[src/rtl/nic_regs_pkg.sv]
package nic_regs_pkg;
  localparam int CMD_RST_BIT   = 4;
  localparam int CMD_RXEN_BIT  = 3;
  localparam int CMD_TXEN_BIT  = 2;
  localparam int CMD_EMPTY_BIT = 0;
  localparam int BYTE_W        = 8;
endpackage

[src/rtl/nic_cmd_ctrl.sv]
module nic_cmd_ctrl
  import nic_regs_pkg::*;
#(
  parameter int ADDR_W   = 8,
  parameter int CMD_ADDR = 'h37
) (
  input  logic              clk,
  input  logic              rst_n,
  input  logic              wr_en,
  input  logic [ADDR_W-1:0] addr,
  input  logic [BYTE_W-1:0] wdata,
  input  logic              sw_rst_done,
  input  logic              tx_active,
  output logic              rst_busy,
  output logic              tx_en,
  output logic              rx_en
);
  localparam logic [ADDR_W-1:0] CMD_A = ADDR_W'(CMD_ADDR);

  logic cmd_wr;
  assign cmd_wr = wr_en && (addr == CMD_A);

  always_ff @(posedge clk or negedge rst_n) begin
    if (!rst_n) begin
      rst_busy <= 1'b0;
      tx_en    <= 1'b0;
      rx_en    <= 1'b0;
    end else if (rst_busy) begin
      tx_en <= 1'b0;
      rx_en <= 1'b0;
      if (sw_rst_done) rst_busy <= 1'b0;
    end else if (cmd_wr) begin
      if (wdata[CMD_RST_BIT]) begin
        rst_busy <= 1'b1;
        tx_en    <= 1'b0;
        rx_en    <= 1'b0;
      end else begin
        rx_en <= wdata[CMD_RXEN_BIT];
        if (!wdata[CMD_TXEN_BIT]) tx_en <= 1'b0;
        else if (!tx_active)      tx_en <= 1'b1;
      end
    end
  end
endmodule

[src/rtl/nic_irq_mask.sv]
module nic_irq_mask
  import nic_regs_pkg::*;
#(
  parameter int ADDR_W    = 8,
  parameter int MASK_W    = 16,
  parameter int MASK_ADDR = 'h3C
) (
  input  logic              clk,
  input  logic              rst_n,
  input  logic              wr_en,
  input  logic [ADDR_W-1:0] addr,
  input  logic [BYTE_W-1:0] wdata,
  input  logic [MASK_W-1:0] irq_status,
  output logic [MASK_W-1:0] mask_q,
  output logic              irq
);
  localparam int MASK_BYTES = MASK_W / BYTE_W;

  for (genvar b = 0; b < MASK_BYTES; b++) begin : g_byte
    localparam logic [ADDR_W-1:0] BYTE_A = ADDR_W'(MASK_ADDR + b);
    always_ff @(posedge clk or negedge rst_n) begin
      if (!rst_n)                         mask_q[b*BYTE_W +: BYTE_W] <= '0;
      else if (wr_en && addr == BYTE_A)   mask_q[b*BYTE_W +: BYTE_W] <= wdata;
    end
  end

  always_ff @(posedge clk or negedge rst_n) begin
    if (!rst_n) irq <= 1'b0;
    else        irq <= |(irq_status & mask_q);
  end
endmodule

[src/rtl/nic_ctrl_regs.sv]
module nic_ctrl_regs
  import nic_regs_pkg::*;
#(
  parameter int ADDR_W    = 8,
  parameter int MASK_W    = 16,
  parameter int CMD_ADDR  = 'h37,
  parameter int MASK_ADDR = 'h3C
) (
  input  logic              clk,
  input  logic              rst_n,
  input  logic              wr_en,
  input  logic [ADDR_W-1:0] addr,
  input  logic [7:0]        wdata,
  output logic [7:0]        rdata,
  output logic              sw_rst_req,
  input  logic              sw_rst_done,
  output logic              tx_en,
  output logic              rx_en,
  input  logic              tx_active,
  input  logic              rx_active,
  input  logic              rx_buf_empty,
  input  logic [MASK_W-1:0] irq_status,
  output logic              irq
);
  localparam int MASK_BYTES = MASK_W / BYTE_W;
  localparam logic [ADDR_W-1:0] CMD_A = ADDR_W'(CMD_ADDR);

  logic              rst_busy;
  logic [MASK_W-1:0] mask_q;

  nic_cmd_ctrl #(.ADDR_W(ADDR_W), .CMD_ADDR(CMD_ADDR)) u_cmd (
    .clk(clk), .rst_n(rst_n), .wr_en(wr_en), .addr(addr), .wdata(wdata),
    .sw_rst_done(sw_rst_done), .tx_active(tx_active),
    .rst_busy(rst_busy), .tx_en(tx_en), .rx_en(rx_en)
  );

  nic_irq_mask #(.ADDR_W(ADDR_W), .MASK_W(MASK_W), .MASK_ADDR(MASK_ADDR)) u_irq (
    .clk(clk), .rst_n(rst_n), .wr_en(wr_en), .addr(addr), .wdata(wdata),
    .irq_status(irq_status), .mask_q(mask_q), .irq(irq)
  );

  assign sw_rst_req = rst_busy;

  always_comb begin
    rdata = '0;
    if (addr == CMD_A) begin
      rdata[CMD_RST_BIT]   = rst_busy;
      rdata[CMD_RXEN_BIT]  = rx_active;
      rdata[CMD_TXEN_BIT]  = tx_active;
      rdata[CMD_EMPTY_BIT] = rx_buf_empty;
    end
    for (int b = 0; b < MASK_BYTES; b++) begin
      if (addr == ADDR_W'(MASK_ADDR + b)) rdata = mask_q[b*BYTE_W +: BYTE_W];
    end
  end
endmodule

[config.mk]
export PLATFORM = sky130hd
export DESIGN_NAME = nic_ctrl_regs
export DESIGN_NICKNAME = d
export VERILOG_FILES = /design/src/rtl/nic_regs_pkg.sv /design/src/rtl/nic_cmd_ctrl.sv /design/src/rtl/nic_irq_mask.sv /design/src/rtl/nic_ctrl_regs.sv
export SDC_FILE = /design/constraint.sdc
export NUM_CORES = 1
export LEC_CHECK = 0
export BUFFER_PORTS_ARGS = -buffer_cell sky130_fd_sc_hd__buf_2
export CORE_MARGIN = 2
export CORE_UTILIZATION = 42
export DETAILED_ROUTE_END_ITERATION = 16
export PLACE_DENSITY = 0.83
export SLEW_MARGIN = 20
export SYNTH_ARGS = -nofsm -noshare
export SYNTH_HDL_FRONTEND = slang
export SYNTH_HIERARCHICAL = 1
export SYNTH_SLANG_ARGS = --single-unit
export TNS_END_PERCENT = 1
[constraint.sdc]
create_clock -name clk -period 1 [get_ports clk]
set_input_delay 0.2 -clock clk [delete_from_list [all_inputs] [get_ports clk]]
set_output_delay 0.2 -clock clk [all_outputs]
set_load 0.02 [all_outputs]
* Yosys cells after proc, flatten, opt, wreduce, memory -nomap -nowiden
Index checks and enable logic that the tools add are counted.
** Storage, ports and cells
- Input bits :: 39
- Output and inout port bits :: 12
- Word-level logic and storage cells :: 33
- Flip-flop bits (word level) :: 20
** Operators by class
- Bitwise gates (word level) :: 1
- Multiplexer cells :: 16
- Eq/ne operators :: 4
- Reductions and logical operators :: 6
** Operators with widths (number)
- equality test 8 x 6 -> 1 bit (second input constant) :: 3
- AND 16 bit :: 1
- two-way mux 8 bit :: 2
- OR reduction 16 bit :: 1
- two-way mux 1 bit :: 13
- != test 4 x 3 -> 1 bit (second input constant) :: 1
- logical AND 1 bit :: 3
- two-way mux 3 bit :: 1
- AND reduction 2 bit :: 1
- nonzero test 2 bit :: 1

* Depth between registers and ports, before layout
Gate-level depths: netlist of run 1.
- Depth after elaboration :: 5
- Gate-level depth with buffers :: 4
- Mapped depth without buffers :: 3

* By module
The synthesis of run 1 kept the hierarchy.
** By module, submodules not included
- nic_irq_mask :: instances 1, area an instance 759.5 um2, sequential area each 425.4 um2, cells each 46
- nic_ctrl_regs :: instances 1, area an instance 207.7 um2, sequential area each 0.0 um2, cells each 27
- nic_cmd_ctrl :: instances 1, area an instance 190.2 um2, sequential area each 75.1 um2, cells each 16

* Worst setup path after synthesis of run 1
Ideal clock, no wire load.
- Path type :: input -> register
- Start :: in addr[7]
- End :: reg u_irq.mask_q[10]
- Arrival :: 1284 ps
- Stages :: 3
- Buffers on the path :: 0
- Slack :: -409 ps
- Required time :: 875 ps
- Setup time :: 125 ps
- Cell sequence :: nand4bb_4 nor4b_4 mux2_2
** Between the ends
- Cells in the longest elaborated chain, start to end :: 2
** Ends and longest elaborated chain
- start, declared :: RTL line nic_ctrl_regs.sv:12 : input logic [ADDR_W-1:0] addr,
- equality test 8 x 6 -> 1 bit :: RTL line nic_irq_mask.sv:23 : else if (wr_en && addr == BYTE_A) mask_q[b*BYTE_W +: BYTE_W] <= wdata;
- logical AND 1 bit :: RTL line nic_irq_mask.sv:23
- end signal, assigned by index :: RTL line nic_irq_mask.sv:23
- end, declared :: RTL line nic_irq_mask.sv:14 : output logic [MASK_W-1:0] mask_q,
Every way passes these cells.
A chain may end at the register's enable or synchronous reset.

* Worst setup path after layout of run 1
- Start :: reg u_irq.mask_q[2]
- End :: out rdata[2]
** Between the ends
- Cells in the longest elaborated chain, start to end :: 2
** Ends and longest elaborated chain
- two-way mux 8 bit (2 in series) :: RTL line nic_ctrl_regs.sv:53 : if (addr == ADDR_W'(MASK_ADDR + b)) rdata = mask_q[b*BYTE_W +: BYTE_W];
- end, declared :: RTL line nic_ctrl_regs.sv:14 : output logic [7:0] rdata,
Every way passes these cells.

==> results of run 1 <==
-- what timing repair did --
item                                    4_1_cts  5_1_grt
endpoints found under the hold margin        20        0
pin swaps                                     2        1
setup buffers                                 1        0
hold buffers                                  1        0
endpoints found under the setup margin       31       32
resized for setup                            22        5
-- how the worst max path moves through the flow --
stage	endpoint	cells after the start	slack [ns]
finish	rdata[2]	4	-0.55
detailed placement	u_irq/mask_q[13]$_DFFE_PN0P_	5	-0.53
CTS	rdata[2]	4	-0.53
global route	rdata[2]	4	-0.58
floorplan	u_irq/mask_q[10]$_DFFE_PN0P_	3	-0.41
global placement	u_irq/mask_q[14]$_DFFE_PN0P_	5	-0.48
-- sequential cells by signal, summed over array words and instances, names as in the netlist --
name / count
u_irq/mask_q: 16
u_cmd/rst_busy: 1
u_cmd/rx_en: 1
u_cmd/tx_en: 1
u_irq/irq: 1
-- worst max-delay path: cells and delay by family (launching register included) --
kind	cells	cell delay (ns)
DFF	1	0.40
muxes	1	0.28
buffers and inverters	1	0.16
AOI/OAI and AO/OA	1	0.14
and+or+nand+nor	1	0.08
-- synthesized netlist by cell type (2+ instances only) --
cell       n  share of area [%]
inv_1      2               0.65
mux2_4     4                5.2
dfrtp_1   20                 43
a221oi_1   4                3.0
nor2_1     9                2.9
a22o_1     4                3.0
mux2_2    16                 16
nand2_1    2               0.65
a22oi_1    4                2.6
nand3_1    2               0.86
mux2i_1    4                3.5
-- through the flow --
stage	hold slack, ns	area [sq um]	setup slack (ns)	setup TNS (ns)	power (W)
6_report	0.0823	1760	-0.549	-5.87	0.00175
4_1_cts	0.0675	1740	-0.533	-5.94	0.00175
5_1_grt	0.0762	1760	-0.584	-6.81	0.00182
3_3_place_gp	0.160	1600	-0.481	-11.52	0.00123
3_5_place_dp	0.174	1600	-0.530	-12.43	0.00125
2_1_floorplan	-0.0956	1160	-0.409	-7.18	0.00104
-- per-layer routing --
layer  global-route usage, %  share of wire, %  routed length, microns  vias up
li1                        -                 -                       -      501
met1                    26.3                41                    1340      510
met2                    38.2                51                    1680       37
met3                    1.84               4.0                     132       10
met4                    12.2               3.6                     116        0
met5                       0                 0                       0        -
-- cells by family (layout without fill, tap and decap cells) --
| family | Yosys count | in the layout |
|---|---|---|
| buffers and inverters | 3 | 80 |
| AOI/OAI and AO/OA | 16 | 16 |
| muxes | 24 | 24 |
| DFF | 20 | 20 |
| and+or+nand+nor | 26 | 26 |
-- power groups by stage --
stage          clock network [W]  registers, W  logic (W)
2_1_floorplan                  0      0.000910   0.000127
3_3_place_gp                   0      0.000892   0.000341
3_5_place_dp                   0      0.000894   0.000354
4_1_cts                 0.000480      0.000880   0.000388
5_1_grt                 0.000507      0.000886   0.000423
6_report                0.000474      0.000880   0.000394
-- final cells by class --
class                      count  area share (%)
sequential                    20            28.5
multi-input combinational     66            40.3
tap                           31            2.21
inverter                       2           0.427
timing repair buffer          74            26.5
clock buffer                   4            2.06
==> run summary, run 1 <==
DP Wirelength -> 2470 microns
Die width -> 56.5 microns
Vias -> 1058
Syn_area_per_cell -> 13.0 sq um
Iteration count of the initial detailed-routing pass -> 4
Layout cells sized above 1 -> 68.1%
Reg clk slew, reported paths -> 0.11 ns
Clock Latency Late Sink -> 0.30 ns
Num Clock Sinks -> 20
CP endpoint kind -> output port
CTS Root Cell -> clkbuf_4
CP Launch Type -> flop
Multi-input gate area -> 708 sq um
Synth Area in Simple Gates -> 18.6%
Fin. Hold Viols -> 0
P_int -> 0.00129 W
Final Max Tran Viols -> 0
Clock network fraction of design power -> 27.1%
Starting Density -> 43.1%
Initial DRC Count -> 48
Max-cap violations -> 0
CP Data Required Time -> 0.80 ns
Area grow syn2layout -> 51.9%
Yosys warns -> 6
Min Clock Period, post-route -> 1.55 ns
Post-synthesis compound-gate area fraction -> 12.3%
Placed cell count -> 191
I/O pin count -> 51
Setup-failing EPs final -> 31
Pwr Density -> 994 nW/um^2
Antenna violations before repair -> 0
GP Congestion -> 0.817
Max Clk Rate -> 645 MHz
Async set-reset flop share out of synthesis -> 100%
Total area of sequential cells -> 500 sq um
R2R Setup Slk -> -0.20 ns
Critical path data arrival time -> 1.35 ns
VDD IR max -> 0.953 mV
Worst Hold Launch -> sw_rst_done
Hold endpoint -> u_cmd/rst_busy$_DFF_PN0_
Failing checks -> setup timing
Share of the yosys chip area belonging to registers -> 43.2%
Via density -> 5.37
TritonCTS clock tree -> built
Skew final -> 0.0131 ns
Die Area -> 3190 sq um
EDFF count, synth -> 0
Largest family of logic cells by synthesized area -> multiplexers
R2r endpoint -> u_irq/irq$_DFF_PN0_
FF+latch count, synth -> 20
Sw power -> 0.000456 W
Pin count of the biggest net entering global routing -> 21
Syn nets -> 128
Critical path cell sequence -> mux2_4, a22oi_2, nor2_1, buf_4
Leakage -> 0.906 nW
Final std cells w/o fill -> 197
Sequential share of power -> 50.3%
Highest-count cells in the layout ignoring fill and taps -> buf_2, buf_4, dfrtp_1, mux2_4
Synth Area in XOR/XNOR -> 0%
Hold Path Depth -> 2
Port Buffer Count -> 50
Crit-path max cell delay -> 0.40 ns
Worst Max-Slew Pin Slew -> 0.455 ns
Tot GR Track Use -> 21.9%
Num CTS Buffers -> 3
Crit Path Class -> flop to output port
Detailed Route WL -> 3260 microns
CP startpoint -> u_irq/mask_q[2]$_DFFE_PN0P_
First-pass GRT wire length -> 5290 microns
# rows -> 19
Sw Ratio -> 26.1%
Final nets -> 206
Primary FF master, synth -> dfrtp_1
Reg2reg start -> u_irq/mask_q[0]$_DFFE_PN0P_
Fin crit share -> 155%
H-tree depth -> 1
Status -> complete, but fails checks
Routed len/inst -> 16.6 microns
Finished Core Util -> 65.4%
Mapped Cells -> 89
RSZ-0062 raised after global routing -> yes
CP max-delay cell -> dfrtp_1
Bufs on Longest Clock Path -> 2
Final worst slack -> -0.549 ns
Cell area after synthesis -> 1160 sq um
DRC -> 0
Vias in the first global route -> 1198
Post-Synth Adder-Cell Area -> 0%
Hold Crit Class -> primary input to flop
Core area -> 2690 sq um
Commonest non-fill, non-tap cell in the layout -> buf_2
Die Height -> 56.5 microns
Total gr overflow -> 0
CP max FO -> 2
Comb power frac -> 22.5%
Multiplexer area fraction after synthesis -> 24.2%
Slew HR -> 69.7%
Yosys cell types -> 29
Fillers -> 204
Antenna Diode Count -> 0
Post-route ant nets -> 0
R2r worst-path depth -> 4
No activity file was read; power rests on OpenSTA's default activity.
==> run 2, diff against run 1 <==
--- a/constraint.sdc
+++ b/constraint.sdc
@@ -3,2 +3,2 @@
 set_output_delay 0.2 -clock clk [all_outputs]
-set_load 0.02 [all_outputs]
+set_load 0.005 [all_outputs]
==> run 2 against run 1 <==
The flow still finishes with violations (setup timing). First-iteration DRC count down 46%. Fmax rose by 4.2%. Global-route usage rose by 1.8 points. Setup slack improved by 0.063 ns. Sequential power is 0.5% higher. Clock power decreased by 2%. Critical path depth unchanged. Die area stayed put. Cell count increased by 1.0%. Largest cell class unchanged. Largest power group unchanged.
==> run summary, run 2 (same netlist as run 1, synthesis figures left out) <==
Status -> complete, but fails checks (unchanged)
Failing checks -> setup timing (unchanged)
Area grow syn2layout -> 57.6% (was 51.9%)
Core area -> 2690 sq um (unchanged)
Met1 Resource Use GR -> 27.4% (was 26.3%)
Grt peak-use layer -> met2 (unchanged)
Antenna violations before repair -> 0 (unchanged)
Min Clock Period, post-route -> 1.49 ns (was 1.55 ns)
Num CTS Buffers -> 3 (unchanged)
Fin. Hold Viols -> 0 (unchanged)
Hold Crit Class -> primary input to flop (unchanged)
Via density -> 5.53 (was 5.37)
Reg2reg start -> u_irq/mask_q[4]$_DFFE_PN0P_ (was u_irq/mask_q[0]$_DFFE_PN0P_)
R2r endpoint -> u_irq/irq$_DFF_PN0_ (unchanged)
R2r worst-path depth -> 4 (unchanged)
CP Data Required Time -> 0.80 ns (about the same)
Final worst slack -> -0.487 ns (was -0.549 ns)
Die Area -> 3190 sq um (unchanged)
Num Clock Sinks -> 20 (unchanged)
Skew final -> 0.00540 ns (was 0.0131 ns)
CP max-delay cell -> dfrtp_1 (unchanged)
R2R Setup Slk -> -0.23 ns (was -0.20 ns)
Pwr Density -> 970 nW/um^2 (was 994 nW/um^2)
Total gr overflow -> 0 (unchanged)
VDD IR max -> 1.15 mV (was 0.953 mV)
CP max FO -> 2 (unchanged)
Detailed Route WL -> 3530 microns (was 3260 microns)
Worst Path Buf+Inv -> 1 (unchanged)
H-tree depth -> 1 (unchanged)
Crit Path Class -> flop to output port (unchanged)
DRC -> 0 (unchanged)
Die Height -> 56.5 microns (unchanged)
Placed cell count -> 188 (was 191)
Highest-count cells in the layout ignoring fill and taps -> buf_2, buf_4, dfrtp_1, mux2_4, nor2_1 (was buf_2, buf_4, dfrtp_1, mux2_4)
Pwr Total -> 0.00177 W (was 0.00175 W)
Initial DRC Count -> 26 (was 48)
Cell depth of the worst setup path -> 4 (unchanged)
Worst Max-Slew Pin Slew -> 0.457 ns (was 0.455 ns)
DP Wirelength -> 2490 microns (was 2470 microns)
Final nets -> 208 (was 206)
Tot GR Track Use -> 23.7% (was 21.9%)
Routed len/inst -> 17.7 microns (was 16.6 microns)
TritonCTS clock tree -> built (unchanged)
GP Congestion -> 0.827 (was 0.817)
Setup-failing EPs final -> 30 (was 31)
Hold Path Depth -> 2 (unchanged)
Port Buffer Count -> 50 (unchanged)
First-pass GRT wire length -> 5800 microns (was 5290 microns)
Max reg flops -> 16 (unchanged)
Vias in the first global route -> 1249 (was 1198)
Critical path cell sequence -> mux2_4, a22oi_2, nor2_1, buf_2 (was mux2_4, a22oi_2, nor2_1, buf_4)
CP startpoint -> u_irq/mask_q[2]$_DFFE_PN0P_ (unchanged)
I/O pin count -> 51 (unchanged)
CP Launch Type -> flop (unchanged)
Critical path's top delay family -> flip-flops (unchanged)
CTS Root Cell -> clkbuf_4 (unchanged)
Largest Register -> u_irq/mask_q (unchanged)
Slew HR -> 69.6% (was 69.7%)
Final Max Tran Viols -> 0 (unchanged)
Critical Path Sink -> rdata[2] (unchanged)
GR Util met2 -> 44.2% (was 38.2%)
Hold Slack -> 0.0759 ns (was 0.0823 ns)
Crit-path max cell delay -> 0.41 ns (was 0.40 ns)
CP endpoint kind -> output port (unchanged)
Bufs on Longest Clock Path -> 2 (unchanged)
Starting Density -> 43.1% (unchanged)
RSZ-0062 raised after global routing -> yes (unchanged)
Post-route ant nets -> 0 (unchanged)
Fillers -> 211 (was 204)
DP Area -> 1590 sq um (was 1600 sq um)
M3 GR Usage -> 2.53% (was 1.84%)
Clock Latency Late Sink -> 0.30 ns (about the same)
Iteration count of the initial detailed-routing pass -> 4 (unchanged)
Fin crit share -> 149% (was 155%)
Vias -> 1101 (was 1058)
Pin count of the biggest net entering global routing -> 21 (unchanged)
Setup TNS -> -5.71 ns (was -5.87 ns)
Layout cells sized above 1 -> 69.6% (was 68.1%)
Reg clk slew, reported paths -> 0.11 ns (about the same)
# rows -> 19 (unchanged)
Critical path data arrival time -> 1.29 ns (was 1.35 ns)
Final instance area -> 1820 sq um (was 1760 sq um)
Antenna Diode Count -> 0 (unchanged)
Commonest non-fill, non-tap cell in the layout -> buf_2 (unchanged)
Max Clk Rate -> 673 MHz (was 645 MHz)
Final std cells w/o fill -> 199 (was 197)
Leakage -> 0.942 nW (was 0.906 nW)
Die width -> 56.5 microns (unchanged)
Max-cap violations -> 0 (unchanged)
run 2: cell types whose count changed in the layout (fill, tap and decap cells not counted), sizes merged:
| cell | change |
|---|---|
| buf | +3 |
| clkbuf | -1 |
run 2: how the worst min path moves through the flow:
stage,from,endpoint,slack (ns)
after detailed placement,rst_n,u_irq/mask_q[1]$_DFFE_PN0P_,0.16
after floorplan,rst_n,u_cmd/rst_busy$_DFF_PN0_,-0.1
after CTS,sw_rst_done,u_cmd/rst_busy$_DFF_PN0_,0.07
after global routing,sw_rst_done,u_cmd/rst_busy$_DFF_PN0_,0.06
after global placement,rst_n,u_irq/mask_q[1]$_DFFE_PN0P_,0.16
final,sw_rst_done,u_cmd/rst_busy$_DFF_PN0_,0.08
run 2: where the power goes:
group / leakage [nW] / switching (W) / total [W] / internal, W
Clock: 0.0210 / 0.000244 / 0.000465 / 0.000222
Combinational: 0.647 / 0.000174 / 0.000420 / 0.000246
Sequential: 0.273 / 0.0000301 / 0.000884 / 0.000854
Total: 0.942 / 0.000448 / 0.00177 / 0.00132
run 2: per-layer routing:
metal / part of all wire (%) / vias up
met1: 40 / 557
met5: 0 / -
met3: 4.2 / 4
met2: 55 / 36
li1: - / 504
met4: 0.91 / 0
run 2: final cells by class:
type | count | area (sq um) | area share [%]
multi-input cells | 66 | 747 | 40.9
well taps | 31 | 38.8 | 2.13
inverters | 2 | 7.51 | 0.412
clock buffers | 4 | 36.3 | 1.99
repair buffers | 76 | 493 | 27.0
flip-flops and latches | 20 | 502 | 27.5
run 2: repair_timing:
action | 4_1_cts | 5_1_grt
endpoints found under the setup margin | 31 | 31
setup buffers | 5 | 1
resized for setup | 26 | 7
hold buffers | 1 | 0
pin swaps | 5 | 2
hold endpoints to repair | 20 | 0
run 2: stage by stage:
stage,util (%),setup WS (ns)
after CTS,66.6,-0.494
after floorplan,-,-0.409
final,67.9,-0.487
after detailed placement,59.2,-0.543
after global routing,67.9,-0.539
after global placement,59.2,-0.480
==> run 3, diff against run 2 <==
- HOLD_SLACK_MARGIN: default -> 0.08
- REMOVE_ABC_BUFFERS: default -> 1
==> run 3 against run 2 <==
The flow still finishes with violations (setup timing). Clock skew grew 0.0056 ns. Clock power fell by 21%. Sequential power is essentially flat. Combinational power shrank 3%. Design area is 1.8% lower. Core utilization shrank 1.2 points. Setup slack worse by 0.027 ns. Critical path depth unchanged. Via count decreased by 0.54%. Clock-buffer cell count decreased by 1. Largest power group unchanged. Highest routed layer unchanged.
==> run summary, run 3 (same netlist as run 1, synthesis figures left out) <==
Status -> complete, but fails checks (unchanged)
Failing checks -> setup timing (unchanged)
Comb power frac -> 24.6% (was 23.7%)
Num CTS Buffers -> 3 (unchanged)
R2R Setup Slk -> -0.23 ns (about the same)
Pin count of the biggest net entering global routing -> 21 (unchanged)
Leakage -> 0.928 nW (was 0.942 nW)
Bufs on Longest Clock Path -> 2 (unchanged)
Min Clock Period, post-route -> 1.51 ns (was 1.49 ns)
Iteration count of the initial detailed-routing pass -> 4 (unchanged)
Highest-count cells in the layout ignoring fill and taps -> buf_2, buf_4, dfrtp_1, mux2_4, nor2_1 (unchanged)
Crit Path Class -> flop to output port (unchanged)
Num Clock Sinks -> 20 (unchanged)
Hold Path Depth -> 3 (was 2)
Reg clk slew, reported paths -> 0.11 ns (about the same)
Die Height -> 56.5 microns (unchanged)
Vias in the first global route -> 1187 (was 1249)
Final nets -> 210 (was 208)
P_int -> 0.00123 W (was 0.00132 W)
Antenna violations before repair -> 0 (unchanged)
Max reg flops -> 16 (unchanged)
CP max-delay cell -> dfrtp_1 (unchanged)
CP Launch Type -> flop (unchanged)
Vias -> 1095 (was 1101)
Critical path cell sequence -> mux2_4, a22oi_2, nor2_1, buf_2 (unchanged)
Die Area -> 3190 sq um (unchanged)
CTS Root Cell -> clkbuf_4 (unchanged)
Critical path data arrival time -> 1.31 ns (was 1.29 ns)
Post-route ant nets -> 0 (unchanged)
Total gr overflow -> 0 (unchanged)
R2r endpoint -> u_irq/irq$_DFF_PN0_ (unchanged)
Fillers -> 199 (was 211)
Initial DRC Count -> 43 (was 26)
Setup-failing EPs final -> 30 (unchanged)
Setup TNS -> -5.15 ns (was -5.71 ns)
DP Wirelength -> 2510 microns (was 2490 microns)
Worst Path Buf+Inv -> 1 (unchanged)
CP max FO -> 2 (unchanged)
Clock network fraction of design power -> 22.1% (was 26.3%)
GP Congestion -> 0.907 (was 0.827)
Antenna Diode Count -> 0 (unchanged)
Sw power -> 0.000429 W (was 0.000448 W)
Sw Ratio -> 25.9% (was 25.3%)
Worst Max-Slew Pin Slew -> 0.437 ns (was 0.457 ns)
Hold Crit Class -> primary input to flop (unchanged)
Via density -> 5.48 (was 5.53)
Area grow syn2layout -> 54.8% (was 57.6%)
I/O pin count -> 51 (unchanged)
R2r worst-path depth -> 4 (unchanged)
Port Buffer Count -> 50 (unchanged)
DRC -> 0 (unchanged)
H-tree depth -> 1 (unchanged)
Skew final -> 0.0110 ns (was 0.00540 ns)
CP endpoint kind -> output port (unchanged)
Pwr Density -> 927 nW/um^2 (was 970 nW/um^2)
Max-cap violations -> 0 (unchanged)
Max Clk Rate -> 661 MHz (was 673 MHz)
Fin crit share -> 151% (was 149%)
Tot GR Track Use -> 22.9% (was 23.7%)
Routed len/inst -> 17.7 microns (about the same)
First-pass GRT wire length -> 5530 microns (was 5800 microns)
Layout cells sized above 1 -> 68.0% (was 69.6%)
Crit-path max cell delay -> 0.42 ns (was 0.41 ns)
Reg2reg start -> u_irq/mask_q[11]$_DFFE_PN0P_ (was u_irq/mask_q[4]$_DFFE_PN0P_)
Core area -> 2690 sq um (unchanged)
RSZ-0062 raised after global routing -> yes (unchanged)
Detailed Route WL -> 3530 microns (unchanged)
TritonCTS clock tree -> built (unchanged)
CP Data Required Time -> 0.80 ns (about the same)
Fin. Hold Viols -> 0 (unchanged)
Worst Hold Launch -> irq_status[15] (was sw_rst_done)
Commonest non-fill, non-tap cell in the layout -> buf_2 (unchanged)
Slew HR -> 70.8% (was 69.6%)
Starting Density -> 43.1% (unchanged)
Largest Register -> u_irq/mask_q (unchanged)
Hold endpoint -> u_irq/irq$_DFF_PN0_ (was u_cmd/rst_busy$_DFF_PN0_)
Die width -> 56.5 microns (unchanged)
VDD IR max -> 1.04 mV (was 1.15 mV)
# rows -> 19 (unchanged)
Sequential share of power -> 53.3% (was 50.0%)
Worst slack at placement -> -0.536 ns (was -0.543 ns)
Final Max Tran Viols -> 0 (unchanged)
Clock Latency Late Sink -> 0.30 ns (about the same)
Final worst slack -> -0.514 ns (was -0.487 ns)
Critical path's top delay family -> flip-flops (unchanged)
run 3: metrics by stage:
step	instances	utilization (%)	area [sq um]	power [W]	hold WS, ns
6_report	200	66.7	1790	0.00166	0.136
5_1_grt	200	66.7	1790	0.00175	0.135
4_1_cts	199	65.6	1760	0.00165	0.118
3_5_place_dp	190	59.3	1590	0.00123	0.166
3_3_place_gp	190	59.3	1590	0.00122	0.165
2_1_floorplan	88	-	1150	0.00101	-0.0956
run 3: routing by layer:
| layer | up-vias | part of all wire (%) | GRT usage, % | wire [microns] |
|---|---|---|---|---|
| met1 | 536 | 40 | 27.1 | 1430 |
| met2 | 40 | 53 | 40.4 | 1870 |
| met4 | 0 | 2.2 | 11.2 | 79 |
| li1 | 511 | - | - | - |
| met3 | 8 | 4.3 | 3.23 | 151 |
| met5 | - | 0 | 0 | 0 |
run 3: power groups by stage:
stage | clock network (W) | logic (W) | registers [W]
after CTS | 0.000383 | 0.000390 | 0.000881
final | 0.000368 | 0.000409 | 0.000885
after global placement | 0 | 0.000324 | 0.000893
after detailed placement | 0 | 0.000333 | 0.000899
after global routing | 0.000422 | 0.000437 | 0.000888
after floorplan | 0 | 0.000116 | 0.000893
run 3: tightest hold or removal path, cell delays in order:
cell,delay (ns)
buf_2,0.09
a221oi_2,0.06
nand4_1,0.07
run 3: repair_timing:
action                     CTS  global route
setup endpoints to repair   30            30
pin swaps                    2             1
hold buffers                 2             0
hold endpoints to repair    21             0
resized for setup           21             6
setup buffers                4             1
run 3: worst max path at each step:
stage,from,slack [ns],to,depth (start not counted)
floorplan,addr[7],-0.41,u_irq/mask_q[10]$_DFFE_PN0P_,3
global placement,addr[7],-0.49,u_irq/mask_q[11]$_DFFE_PN0P_,5
detailed placement,addr[7],-0.54,u_irq/mask_q[12]$_DFFE_PN0P_,5
CTS,u_irq/mask_q[3]$_DFFE_PN0P_,-0.50,rdata[3],4
global route,u_irq/mask_q[2]$_DFFE_PN0P_,-0.54,rdata[2],4
finish,u_irq/mask_q[3]$_DFFE_PN0P_,-0.51,rdata[3],4
run 3: cell type report:
cell class / instances / area [sq um] / share of cell area [%]
clock buffer: 3 / 22.5 / 1.26
inverter: 2 / 7.51 / 0.419
tap: 31 / 38.8 / 2.16
sequential: 20 / 500 / 27.9
multi-input combinational: 66 / 741 / 41.3
timing repair buffer: 78 / 482 / 26.9
